==> config.mk <==
export PLATFORM = sky130hd
export DESIGN_NAME = dma_irq_ctrl
export DESIGN_NICKNAME = d
export VERILOG_FILES = /design/src/rtl/dma_irq_pkg.sv /design/src/rtl/dma_status_bank.sv /design/src/rtl/dma_rx_watchdog.sv /design/src/rtl/dma_irq_gate.sv /design/src/rtl/dma_irq_ctrl.sv
export SDC_FILE = /design/constraint.sdc
export NUM_CORES = 1
export LEC_CHECK = 0
export ABC_CLOCK_PERIOD_IN_PS = 3100
export BUFFER_PORTS_ARGS = -buffer_cell sky130_fd_sc_hd__buf_4
export CORE_ASPECT_RATIO = 1.1
export CORE_MARGIN = 4
export CORE_UTILIZATION = 55
export CTS_CLUSTER_DIAMETER = 50
export CTS_CLUSTER_SIZE = 28
export DETAILED_ROUTE_END_ITERATION = 6
export GPL_TIMING_DRIVEN = 0
export HOLD_SLACK_MARGIN = 0.1
export PLACE_DENSITY = 0.89
export SETUP_SLACK_MARGIN = 0.2
export SLEW_MARGIN = 20
export SYNTH_ARGS = -nofsm -noshare
export SYNTH_HDL_FRONTEND = slang
export SYNTH_SLANG_ARGS = --single-unit
export TNS_END_PERCENT = 1
==> constraint.sdc <==
create_clock -name clk -period 3.1 [get_ports clk]
set_input_delay 0.31 -clock clk [delete_from_list [all_inputs] [get_ports clk]]
set_output_delay 0.31 -clock clk [all_outputs]
set_load 0.02 [all_outputs]
==> src/rtl/dma_irq_pkg.sv <==
package dma_irq_pkg;
    localparam int NUM_EVT     = 17;
    localparam int RX_DONE_BIT = 6;
    localparam int CSR_DW      = 32;
    localparam int CSR_AW      = 2;

    typedef enum logic [CSR_AW-1:0] {
        CSR_STATUS = 2'd0,
        CSR_ENABLE = 2'd1,
        CSR_WDOG   = 2'd2,
        CSR_RSVD   = 2'd3
    } csr_sel_e;

    typedef enum logic {
        WD_IDLE  = 1'b0,
        WD_COUNT = 1'b1
    } wd_state_e;
endpackage

==> src/rtl/dma_status_bank.sv <==
module dma_status_bank #(
    parameter int N = 17
) (
    input  logic         clk,
    input  logic         rst_n,
    input  logic         soft_rst,
    input  logic [N-1:0] set_i,
    input  logic [N-1:0] clr_i,
    output logic [N-1:0] status_o
);
    // One sticky flop per bit; a set in the same cycle beats a clear.
    for (genvar k = 0; k < N; k++) begin : g_bit
        logic bit_q;
        always_ff @(posedge clk or negedge rst_n) begin
            if (!rst_n)
                bit_q <= 1'b0;
            else if (soft_rst)
                bit_q <= 1'b0;
            else if (set_i[k])
                bit_q <= 1'b1;
            else if (clr_i[k])
                bit_q <= 1'b0;
        end
        assign status_o[k] = bit_q;
    end
endmodule

==> src/rtl/dma_rx_watchdog.sv <==
module dma_rx_watchdog
    import dma_irq_pkg::*;
#(
    parameter int W = 8
) (
    input  logic         clk,
    input  logic         rst_n,
    input  logic         soft_rst,
    input  logic [W-1:0] limit_i,
    input  logic         frame_i,
    input  logic         rx_done_i,
    output logic         expire_o,
    output logic         busy_o
);
    wd_state_e    state_q, state_d;
    logic [W-1:0] cnt_q, cnt_d;
    logic         enabled;

    assign enabled = (limit_i != '0);

    // State register process
    always_ff @(posedge clk or negedge rst_n) begin
        if (!rst_n) begin
            state_q <= WD_IDLE;
            cnt_q   <= '0;
        end else begin
            state_q <= state_d;
            cnt_q   <= cnt_d;
        end
    end

    // Next-state and output process
    always_comb begin
        state_d  = state_q;
        cnt_d    = cnt_q;
        expire_o = 1'b0;
        if (soft_rst) begin
            state_d = WD_IDLE;
            cnt_d   = '0;
        end else if (rx_done_i) begin
            state_d = WD_IDLE;
            cnt_d   = limit_i;
        end else if (!enabled) begin
            state_d = WD_IDLE;
        end else begin
            unique case (state_q)
                WD_IDLE: begin
                    if (frame_i) begin
                        state_d = WD_COUNT;
                        cnt_d   = limit_i;
                    end
                end
                WD_COUNT: begin
                    if (frame_i) begin
                        cnt_d = limit_i;
                    end else if (cnt_q == '0) begin
                        expire_o = 1'b1;
                        state_d  = WD_IDLE;
                    end else begin
                        cnt_d = cnt_q - 1'b1;
                    end
                end
                default: state_d = WD_IDLE;
            endcase
        end
    end

    assign busy_o = (state_q == WD_COUNT);
endmodule

==> src/rtl/dma_irq_gate.sv <==
module dma_irq_gate #(
    parameter int N = 17
) (
    input  logic         clk,
    input  logic         rst_n,
    input  logic         soft_rst,
    input  logic [N-1:0] status_i,
    input  logic [N-1:0] en_i,
    output logic         irq_o
);
    logic irq_q;
    always_ff @(posedge clk or negedge rst_n) begin
        if (!rst_n)
            irq_q <= 1'b0;
        else if (soft_rst)
            irq_q <= 1'b0;
        else
            irq_q <= |(status_i & en_i);
    end
    assign irq_o = irq_q;
endmodule

==> src/rtl/dma_irq_ctrl.sv <==
module dma_irq_ctrl
    import dma_irq_pkg::*;
#(
    parameter int WDOG_W = 8
) (
    input  logic              clk,
    input  logic              rst_n,
    input  logic              soft_rst,
    input  logic [16:0]       evt_i,
    input  logic              rx_frame_i,
    input  logic              csr_wr,
    input  logic [1:0]        csr_addr,
    input  logic [31:0]       csr_wdata,
    output logic [31:0]       csr_rdata,
    output logic              irq_o
);
    logic [NUM_EVT-1:0] status_q, en_q, set_vec, clr_vec;
    logic [WDOG_W-1:0]  limit_q;
    logic               wd_expire, wd_busy;
    csr_sel_e           sel;

    assign sel = csr_sel_e'(csr_addr);

    always_comb begin
        set_vec = evt_i;
        set_vec[RX_DONE_BIT] = evt_i[RX_DONE_BIT] | wd_expire;
        clr_vec = (csr_wr && sel == CSR_STATUS) ? csr_wdata[NUM_EVT-1:0] : '0;
    end

    always_ff @(posedge clk or negedge rst_n) begin
        if (!rst_n) begin
            en_q    <= '0;
            limit_q <= '0;
        end else begin
            if (soft_rst)
                en_q <= '0;
            else if (csr_wr && sel == CSR_ENABLE)
                en_q <= csr_wdata[NUM_EVT-1:0];
            if (csr_wr && sel == CSR_WDOG)
                limit_q <= csr_wdata[WDOG_W-1:0];
        end
    end

    dma_status_bank #(.N(NUM_EVT)) u_bank (
        .clk(clk), .rst_n(rst_n), .soft_rst(soft_rst),
        .set_i(set_vec), .clr_i(clr_vec), .status_o(status_q)
    );

    dma_rx_watchdog #(.W(WDOG_W)) u_wdog (
        .clk(clk), .rst_n(rst_n), .soft_rst(soft_rst),
        .limit_i(limit_q), .frame_i(rx_frame_i),
        .rx_done_i(evt_i[RX_DONE_BIT]),
        .expire_o(wd_expire), .busy_o(wd_busy)
    );

    dma_irq_gate #(.N(NUM_EVT)) u_gate (
        .clk(clk), .rst_n(rst_n), .soft_rst(soft_rst),
        .status_i(status_q), .en_i(en_q), .irq_o(irq_o)
    );

    always_comb begin
        csr_rdata = '0;
        unique case (sel)
            CSR_STATUS: csr_rdata[NUM_EVT-1:0] = status_q;
            CSR_ENABLE: csr_rdata[NUM_EVT-1:0] = en_q;
            CSR_WDOG:   csr_rdata[WDOG_W-1:0]  = limit_q;
            CSR_RSVD:   csr_rdata = '0;
            default:    csr_rdata = '0;
        endcase
    end
endmodule

# Word-level counts from Yosys, hierarchy flattened
# Index checks and enable logic that the tools add are counted.
totals:
  output_inout_bits: 33
  inputBits: 56
  n_memories: 0
  reg_bits: 52
  ramBits: 0
  latchBits: 0
  wordCells: 135
  mem_bits_ro: 0
classes:
  n_reduce_logical: 27
  n_mux: 77
  n_shift: 0
  div_mod_pow: 0
  multipliers: 0
  bitwise_logic: 3
  order_cmp: 0
  add_sub_neg: 1
  eq_ne: 5
ops:
  columns: ["cell", "n"]
  rows:
  - ["$mux W1", 64]
  - ["$reduce_bool A3 Y1", 18]
  - ["$mux W17", 3]
  - ["$mux W8", 6]
  - ["$pmux W8 S4", 1]
  - ["$pmux W9 S2", 1]
  - ["$and A17 B17 Y17", 1]
  - ["$reduce_or A17 Y1", 1]
  - ["$pmux W8 S2", 1]
  - ["$logic_not A8 Y1", 1]
  - ["$reduce_bool A8 Y1", 1]
  - ["$sub A8 B1 Y8 const B", 1]
  - ["$ne A5 B5 Y1 const B", 1]
  - ["$eq A2 B2 Y1 const B", 2]
  - ["$ne A4 B4 Y1 const B", 1]
  - ["$logic_and A1 B1 Y1", 3]
  - ["$reduce_and A3 Y1", 1]
  - ["$eq A2 B1 Y1 const B", 1]
  - ["$logic_not A2 Y1", 1]
  - ["$pmux W1 S2", 1]
  - ["$reduce_bool A2 Y1", 1]
  - ["$not A1 Y1", 1]
  - ["$or A1 B1 Y1", 1]

# Depth between registers and ports, before layout
# Gate-level depths: netlist (run 1).
depth:
  word_depth: 10
  ltp_mapped: 8
  depth_no_buf: 7

# Hierarchy
# A second synthesis (run 1) with hierarchy kept.
unflattened:
  hier_cells: 351
  area_unflattened_um2: 3483.3
by_module_without_submodules:
  columns: ["mod", "area_per_inst_um2", "seq_area_each_um2", "cells_each", "n_inst"]
  rows:
  - ["dma_irq_ctrl", 1716.6, 625.6, 167, 1]
  - ["dma_status_bank", 877.1, 425.4, 87, 1]
  - ["dma_rx_watchdog", 775.7, 225.2, 85, 1]
  - ["dma_irq_gate", 113.9, 25.0, 12, 1]

# Worst setup path after synthesis (run 1)
# OpenSTA, ideal clock, no wires.
synth_path:
  path_type: "flip-flop to flip-flop"
  start: "register u_wdog.cnt_q[0]"
  end: "register u_wdog.cnt_q[0]"
  required_ns: 2.976
  period_less_slack_ns: 1.685
  arrival_time_ns: 1.561
  path_slack_ns: 1.415
  setup_ns: 0.124
  stages_incl_launch_ff: 8
  n_path_buf: 0
  path_cell_list: "dfrtp_1 -> inv_1 -> ha_1 -> nor4b_2 -> nand4_2 -> a21boi_2 -> nor4_1 -> a211o_1"
synth_via:
  elab_chain_cells: 7
  word_cells_on_any_way: 10
  cone_classes: "1 x add/sub; 1 x eq/ne; 6 x mux; 2 x reduce/logical"
synth_lines:
  columns: ["element", "line_no", "rtl"]
  rows:
  - ["start, declared", "dma_rx_watchdog.sv:16", "logic [W-1:0] cnt_q, cnt_d;"]
  - ["start signal, assigned", "dma_rx_watchdog.sv:28", "cnt_q <= cnt_d;"]
  - ["$sub A8 B1 Y8", "dma_rx_watchdog.sv:60", "cnt_d = cnt_q - 1'b1;"]
  - ["$mux W8", "dma_rx_watchdog.sv:56", "end else if (cnt_q == '0) begin"]
  - ["$mux W8", "dma_rx_watchdog.sv:54", "if (frame_i) begin"]
  - ["$pmux W8 S2", "dma_rx_watchdog.sv:46", "unique case (state_q)"]
  - ["$mux W8", "dma_rx_watchdog.sv:43", "end else if (!enabled) begin"]
  - ["$mux W8", "dma_rx_watchdog.sv:40", "end else if (rx_done_i) begin"]
  - ["$mux W8", "dma_rx_watchdog.sv:37", "if (soft_rst) begin"]
# Several ways; a longest one is shown, not always the timed one. The select of a mux whose other input is x is not followed.
# A chain may end at the register's enable or synchronous reset.

# Worst setup path in the final report (run 1)
layout_path:
  start: "input csr_addr[1]"
  end: "output csr_rdata[6]"
layout_via:
  elab_chain_cells: 2
  word_cells_on_any_way: 5
  cone_classes: "3 x eq/ne; 1 x mux; 1 x reduce/logical"
layout_lines:
  columns: ["element", "line_no", "rtl"]
  rows:
  - ["start, declared", "dma_irq_ctrl.sv:12", "input logic [1:0] csr_addr,"]
  - ["$eq A2 B2 Y1, or another cell as far along", "dma_irq_ctrl.sv:63", "unique case (sel)"]
  - ["$pmux W8 S4 (*)", "dma_irq_ctrl.sv:63", null]
  - ["end, declared", "dma_irq_ctrl.sv:14", "output logic [31:0] csr_rdata,"]
# Mark *: on every way between the ends. The rest lies on a longest branch, timed or not.

==> impl_metrics.toml, run 1 <==
[worst_setup_path]
critPathLaunchType = "input port"
crit_path_cell_trace = "buf_4, buf_2, clkbuf_1, mux2i_1, o21ai_1, buf_4"
worstPathRequired_ps = 2790
worstSetupPathType = "in2out"
crit_path_max_incr_delay_ps = 480
cp_common_cell = "buf_4"
cp_max_fo = 10
cp_slowest_cell = "clkbuf_1"
endpoint_kind = "output port"
critical_path_arrival_ps = 1710

[cts]
cts_tree = "yes"
cts_buffers = 5
cts-htree-levels = 2
clock_latency_ps = 310
cts-root-buf = "clkbuf_8"
cts_sinks = 52
cts.clk_slew.worst_paths_ps = 90
max-clock-path-buffers = 2
postCtsSetupBuffers = 0

[logic_synthesis]
synth_edf_count = 0
synth_top_area_frac = 0.466
synthMuxAreaShare = 0.0932
yosysTopAreaCell = "dfrtp_1"
synth_cells = 285
synth-seq-cells = 52
synthAdderAreaFrac = 0.00896
netlist_area_mm2 = 0.00279
yosysUniqueCellTypes = 49
synthTopCellsByArea = "dfrtp_1, mux2i_1, a22o_1"
synth_warnings = 0
async_reset_ff_frac = 1.00
synth_top_family_by_area = "compound AO/OA/AOI/OAI gates"
synth_compound_area_frac = 0.194
syn_area_per_cell_um2 = 9.80
yosysSeqAreaShare = 0.466
synth-xor-area-share = 0
synth-main-ff-cell = "dfrtp_1"
synth-simple-area-share = 0.168

[global_route]
grt_pass1_vias = 2431
grt_max_degree = 53
antenna_found_initial = 0
grtUsageMet1 = 0.278
grt_usage = 0.234
top_usage_layer = "met2"
grt_pass1_wl_mm = 11.6
gr-usage-met2 = 0.424
grt_use_met3 = 0.0531
grt_overflow = 0

[die]
coreArea_mm2 = 0.00478
die_w_um = 75.9
die_area_mm2 = 0.00628
rows = 26
pin_count = 89
die_height_um = 82.7
initial_core_util = 0.584

[detailed_routing]
postRouteAntennaNets = 0
wl_per_cell_um = 16.8
drt_first_pass_iters = 4
vias = 2466
drt_wl_total_mm = 7.08
viasPerCell = 5.84
first_iter_violations = 164
drc_errors = 0

[timing]
slew_viol_final = 0
finalSetupTns_ps = 0
fmax_ghz = 0.494
final_hold_viol_count = 0
post-route-min-period_ps = 2020
grt_setup_unrepaired = "no"
min_period_over_period = 0.653
finClkSkew_ps = 6.91
tightest_slew_ps = 815
setup_viol_count_final = 0
timing.slew.headroom = 0.454
fin_ws_ps = 1080

[power_and_ir_drop]
max-vdd-ir-drop_uv = 420
power_density_mw_per_mm2 = 449
p_leak_nw = 1.65

[place]
gp_congestion = 0.901
dpl.hpwl_mm = 5.23
pre_cts_ws_ps = 1080
port_buffers = 58
placedCellCount = 413

[hold_path]
hold_path_class = "in2reg"

[run]
drv_cap = 0

[layout]
drive_gt1_frac = 0.273
syn2layout_area_growth_pct = 23.5
nets = 423
stdcell_count = 422
antennaDiodeCount = 0

[run_status]
outcome = "complete, no violations"
[timing repair]
item | CTS | global route
hold endpoints to repair | 52 | 0
hold buffers | 1 | 0
gates resized for setup | 0 | 0
[registers in the layout, summed over array words and instances, names as in the netlist]
name,cells
u_bank.g_bit.bit_q,17
u_wdog.cnt_q,8
en_q,17
limit_q,8
u_wdog.busy_o,1
u_gate.irq_o,1
[synth_stat cells, drive strengths merged (2+ instances only)]
cell     n
a211o    2
a21oi   27
mux2i   17
nor2b    2
buf     24
nand3    4
a21o     2
a22oi    7
nor4     6
nand4    2
nor4b    2
nor3     2
nand2   31
mux2     8
nor3b    3
dfrtp   52
clkbuf   5
a22o    17
nor2    38
o21ai   11
ha       2
inv      3
o32ai    2
[per-layer routing]
layer / wire [um] / vias up / share of wire
li1: - / 1162 / -
met1: 2970 / 1208 / 0.42
met4: 107 / 0 / 0.015
met3: 409 / 10 / 0.058
met5: 0 / - / 0
met2: 3600 / 86 / 0.51
[kinds of logic (layout without fill, tap and decap cells)]
group / count (synthesis) / after routing
AO/OA/AOI/OAI: 77 / 77
adder cells (fa/ha/maj): 2 / 2
buffers and inverters: 32 / 99
flip-flops: 52 / 52
multiplexers: 25 / 25
other: 1 / 15
AND/OR/NAND/NOR: 96 / 96
[final timing paths]
| kind | from | endpoint | slack (ps) | cells past startpoint |
|---|---|---|---|---|
| max | csr_addr[1] | csr_rdata[6] | 1080 | 6 |
| min | evt_i[16] | u_bank.g_bit[16].bit_q$_DFFE_PN0P_ | 210 | 3 |
| max reg2reg | u_wdog.cnt_q[0]$_DFFE_PN0P_ | u_wdog.cnt_q[5]$_DFFE_PN0P_ | 1160 | 8 |
| min reg2reg | en_q[4]$_DFFE_PN0P_ | en_q[4]$_DFFE_PN0P_ | 540 | 1 |
| max in group asynchronous | rst_n | u_wdog.cnt_q[1]$_DFFE_PN0P_ | 2100 | 2 |
| min in group asynchronous | rst_n | u_bank.g_bit[16].bit_q$_DFFE_PN0P_ | 560 | 2 |
[stage by stage]
| step | power [mW] | util | area (um2) | hold slack, ps |
|---|---|---|---|---|
| 6_report | 1.55 | 0.721 | 3450 | 213 |
| 5_1_grt | 1.63 | 0.721 | 3450 | 210 |
| 4_1_cts | 1.56 | 0.721 | 3450 | 207 |
| 3_5_place_dp | 1.17 | 0.701 | 3350 | 381 |
| 3_3_place_gp | 1.16 | 0.701 | 3350 | 375 |
| 2_1_floorplan | 1.03 | - | 2850 | 14.4 |
[cell usage in the layout (no fill, tap or decap), types with 2 or more instances in the layout]
cell and instances:
nor3b_2 2, dfrtp_1 52, a21oi_1 23, nor3_1 2
mux2i_1 17, o32ai_1 2, nor2b_1 2, inv_1 3
mux2_1 8, a21oi_2 4, nor2_1 37, a21o_1 2
ha_1 2, a22o_1 17, buf_4 73, nand2_1 31
o21ai_1 9, conb_1 15, clkbuf_1 6, a211o_1 2
buf_1 2, buf_2 6, o21ai_2 2, nor4_1 5
nand3_1 4, a22oi_1 7, clkbuf_8 5
[power breakdown]
| group | internal [mW] | leakage [nW] | switching (mW) |
|---|---|---|---|
| registers | 0.736 | 0.673 | 0.0659 |
| clock network | 0.161 | 0.0414 | 0.223 |
| logic | 0.166 | 0.941 | 0.197 |
| total | 1.06 | 1.65 | 0.486 |
[worst max-delay path: cells and delay by family]
kind / cells / cell delay (ps)
compound gates: 1 / 90
buf+inv: 4 / 1050
mux: 1 / 260
[layout make-up]
class	count	area [um2]
multi-input combinational	215	1350
clock inverter	2	16.3
sequential	52	1300
clock buffer	6	72.6
timing repair buffer	59	445
tap	56	70.1
inverter	3	11.3
buffer	29	180
fill	370	1330
(Power assumes the default switching activity.)
==> inputs of run 2 (changes only) <==
--- a/config.mk
+++ b/config.mk
@@ -5,17 +5,17 @@
 export SDC_FILE = /design/constraint.sdc
 export NUM_CORES = 1
 export LEC_CHECK = 0
-export ABC_CLOCK_PERIOD_IN_PS = 3100
+export ABC_CLOCK_PERIOD_IN_PS = 1800
 export BUFFER_PORTS_ARGS = -buffer_cell sky130_fd_sc_hd__buf_4
 export CORE_ASPECT_RATIO = 1.1
 export CORE_MARGIN = 4
-export CORE_UTILIZATION = 55
+export CORE_UTILIZATION = 46
 export CTS_CLUSTER_DIAMETER = 50
 export CTS_CLUSTER_SIZE = 28
 export DETAILED_ROUTE_END_ITERATION = 6
 export GPL_TIMING_DRIVEN = 0
 export HOLD_SLACK_MARGIN = 0.1
-export PLACE_DENSITY = 0.89
+export PLACE_DENSITY = 0.8
 export SETUP_SLACK_MARGIN = 0.2
 export SLEW_MARGIN = 20
 export SYNTH_ARGS = -nofsm -noshare
==> constraint.sdc (replaced) <==
create_clock -name clk -period 1.8 [get_ports clk]
set_input_delay 0.18 -clock clk [delete_from_list [all_inputs] [get_ports clk]]
set_output_delay 0.18 -clock clk [all_outputs]
set_load 0.02 [all_outputs]
==> run 2 against run 1 <==
Net effect:
- the run now ends with negative setup slack left
- combinational power increased by 110%
- worst setup slack got worse by 1100 ps
- clock-buffer cell count unchanged
- final cell count rose by 14%
- die area is 18% higher
- cell area up 13%
- wire length increased by 17%
- sequential cell count stayed put
- critical path depth rose by 2
- hold slack lost 110 ps
- sequential power is 75% higher
- total power grew 84%
- largest power group unchanged
- highest routed layer unchanged
==> impl_metrics.toml, run 2 (synthesis results as in run 1) <==
[run_status]
outcome = "complete, but fails checks"
violations = "negative setup slack"

[cts]
cts.clk_slew.worst_paths_ps = 100
cts_sinks = 52
cts_buffers = 5
cts-htree-levels = 2
cts-root-buf = "clkbuf_8"
max-clock-path-buffers = 2
clock_latency_ps = 310
cts_tree = "yes"

[worst_setup_path]
crit_path_cell_trace = "inv_2, ha_4, nor4b_4, nand4_4, a21oi_4, buf_2, nand2_2, a21oi_2"
crit_path_max_incr_delay_ps = 450
cp_max_fo = 5
worstSetupPathType = "reg2reg"
critPathLaunchType = "flip-flop"
critPathTopFamily = "simple AND/OR/NAND/NOR gates"
cp_slowest_cell = "dfrtp_1"
worstPathRequired_ps = 2040
critical_path_arrival_ps = 2100
endpoint_kind = "flip-flop"
path_buf_inv = 2

[timing]
slew_viol_final = 0
fin_ws_ps = -61.6
grt_setup_unrepaired = "yes"
finalHoldWorstSlack_ps = 102
min_period_over_period = 1.03
final_hold_viol_count = 0
tightest_slew_ps = 973
finClkSkew_ps = 6.50
finalSetupTns_ps = -223
timing.slew.headroom = 0.348
post-route-min-period_ps = 1860
setup_viol_count_final = 8
fmax_ghz = 0.537

[power_and_ir_drop]
internal_power_mw = 1.92
p_leak_nw = 1.85
switching_power_mw = 0.919
power_density_mw_per_mm2 = 727
power_frac_seq = 0.491
switching_share = 0.323
clock_power_share = 0.237
p_comb_frac = 0.272
max-vdd-ir-drop_uv = 517

[layout]
nets = 460
final_common_cell = "buf_4"
syn2layout_area_growth_pct = 40.0
drive_gt1_frac = 0.318
antennaDiodeCount = 0
fillers = 434
largestRegisters = "en_q x17, u_bank.g_bit.bit_q x17"
layout_common_cells = "buf_4, dfrtp_1, nor2_1, nand2_1, dlygate4sd3_1"

[detailed_routing]
drt_first_pass_iters = 5
drc_errors = 0
wl_per_cell_um = 17.3
postRouteAntennaNets = 0
vias = 2693
viasPerCell = 5.61
first_iter_violations = 215
drt_wl_total_mm = 8.29

[global_route]
grtUsageMet1 = 0.299
gr-usage-met2 = 0.354
grt_pass1_wl_mm = 12.8
grt_max_degree = 53
antenna_found_initial = 0
grt_overflow = 0
grt_use_met3 = 0.0320
grt_usage = 0.225
top_usage_layer = "met2"
grt_pass1_vias = 2653

[place]
gp_congestion = 0.862
port_buffers = 58
dpl.hpwl_mm = 5.32

[die]
die_area_mm2 = 0.00738
die_height_um = 89.7
initial_core_util = 0.478
die_w_um = 82.3
coreArea_mm2 = 0.00584
pin_count = 89
rows = 29

[hold_path]
hold_path_class = "in2reg"

[run]
drv_cap = 0
## run 2: worst reg2reg max path: cells and delay by family (launching register included)
family | cells | cell delay (ps)
compound gates | 2 | 370
flops | 1 | 450
fa+ha+maj | 1 | 120
simple gates | 3 | 520
buf+inv | 2 | 340
## run 2: power by group through the flow
stage	clock network, mW	logic, mW	registers (mW)
6_report	0.674	0.773	1.40
5_1_grt	0.737	0.840	1.41
4_1_cts	0.687	0.687	1.38
3_5_place_dp	0	0.627	1.40
3_3_place_gp	0	0.618	1.40
2_1_floorplan	0	0.402	1.37
## run 2: path summary, 6_finish.rpt
check	startpoint	end	slack, ps	cells past startpoint
max	u_wdog.cnt_q[1]$_DFFE_PN0P_	u_wdog.cnt_q[1]$_DFFE_PN0P_	-60	8
min in group asynchronous	rst_n	u_bank.g_bit[11].bit_q$_DFFE_PN0P_	440	2
min reg2reg	en_q[16]$_DFFE_PN0P_	en_q[16]$_DFFE_PN0P_	550	1
max reg2reg	u_wdog.cnt_q[1]$_DFFE_PN0P_	u_wdog.cnt_q[1]$_DFFE_PN0P_	-60	8
max in group asynchronous	rst_n	u_wdog.cnt_q[0]$_DFFE_PN0P_	890	2
min	csr_wdata[15]	en_q[15]$_DFFE_PN0P_	100	2
## run 2: timing repair
item | 4_1_cts | 5_1_grt
endpoints found under the hold margin | 74 | 1
hold buffers | 23 | 1
endpoints found under the setup margin | 17 | 29
cloned | 0 | 1
gates resized for setup | 4 | 19
pin swaps | 5 | 7
setup buffers | 5 | 8
## run 2: layout make-up
class                      instances  area (um2)  share of cell area
buffer                            29         186              0.0477
clock buffer                       6        72.6              0.0186
clock inverter                     2        16.3             0.00416
inverter                           3        11.3             0.00288
multi-input combinational        215        1450               0.370
sequential                        52        1300               0.333
tap                               77        96.3              0.0246
timing repair buffer              96         778               0.199
## run 2: per-stage QoR
step                      worst slack, ps  cell area [um2]  instances  total power, mW   util
final                               -61.6             3910        480             2.84  0.669
after global routing                -98.3             3910        480             2.99  0.669
after detailed placement             -111             3390        434             2.03  0.580
after CTS                           -1.48             3750        470             2.76  0.641
after floorplan                       175             2850        299             1.77      -
after global placement              -90.1             3390        434             2.02  0.580
## run 2: routing by layer
layer  vias to the layer above  wire length, um  part of all wire
met5                         -                0                 0
met4                         0              304             0.037
met3                        27              541             0.065
met2                       126             4100              0.49
met1                      1312             3350              0.40
li1                       1228                -                 -
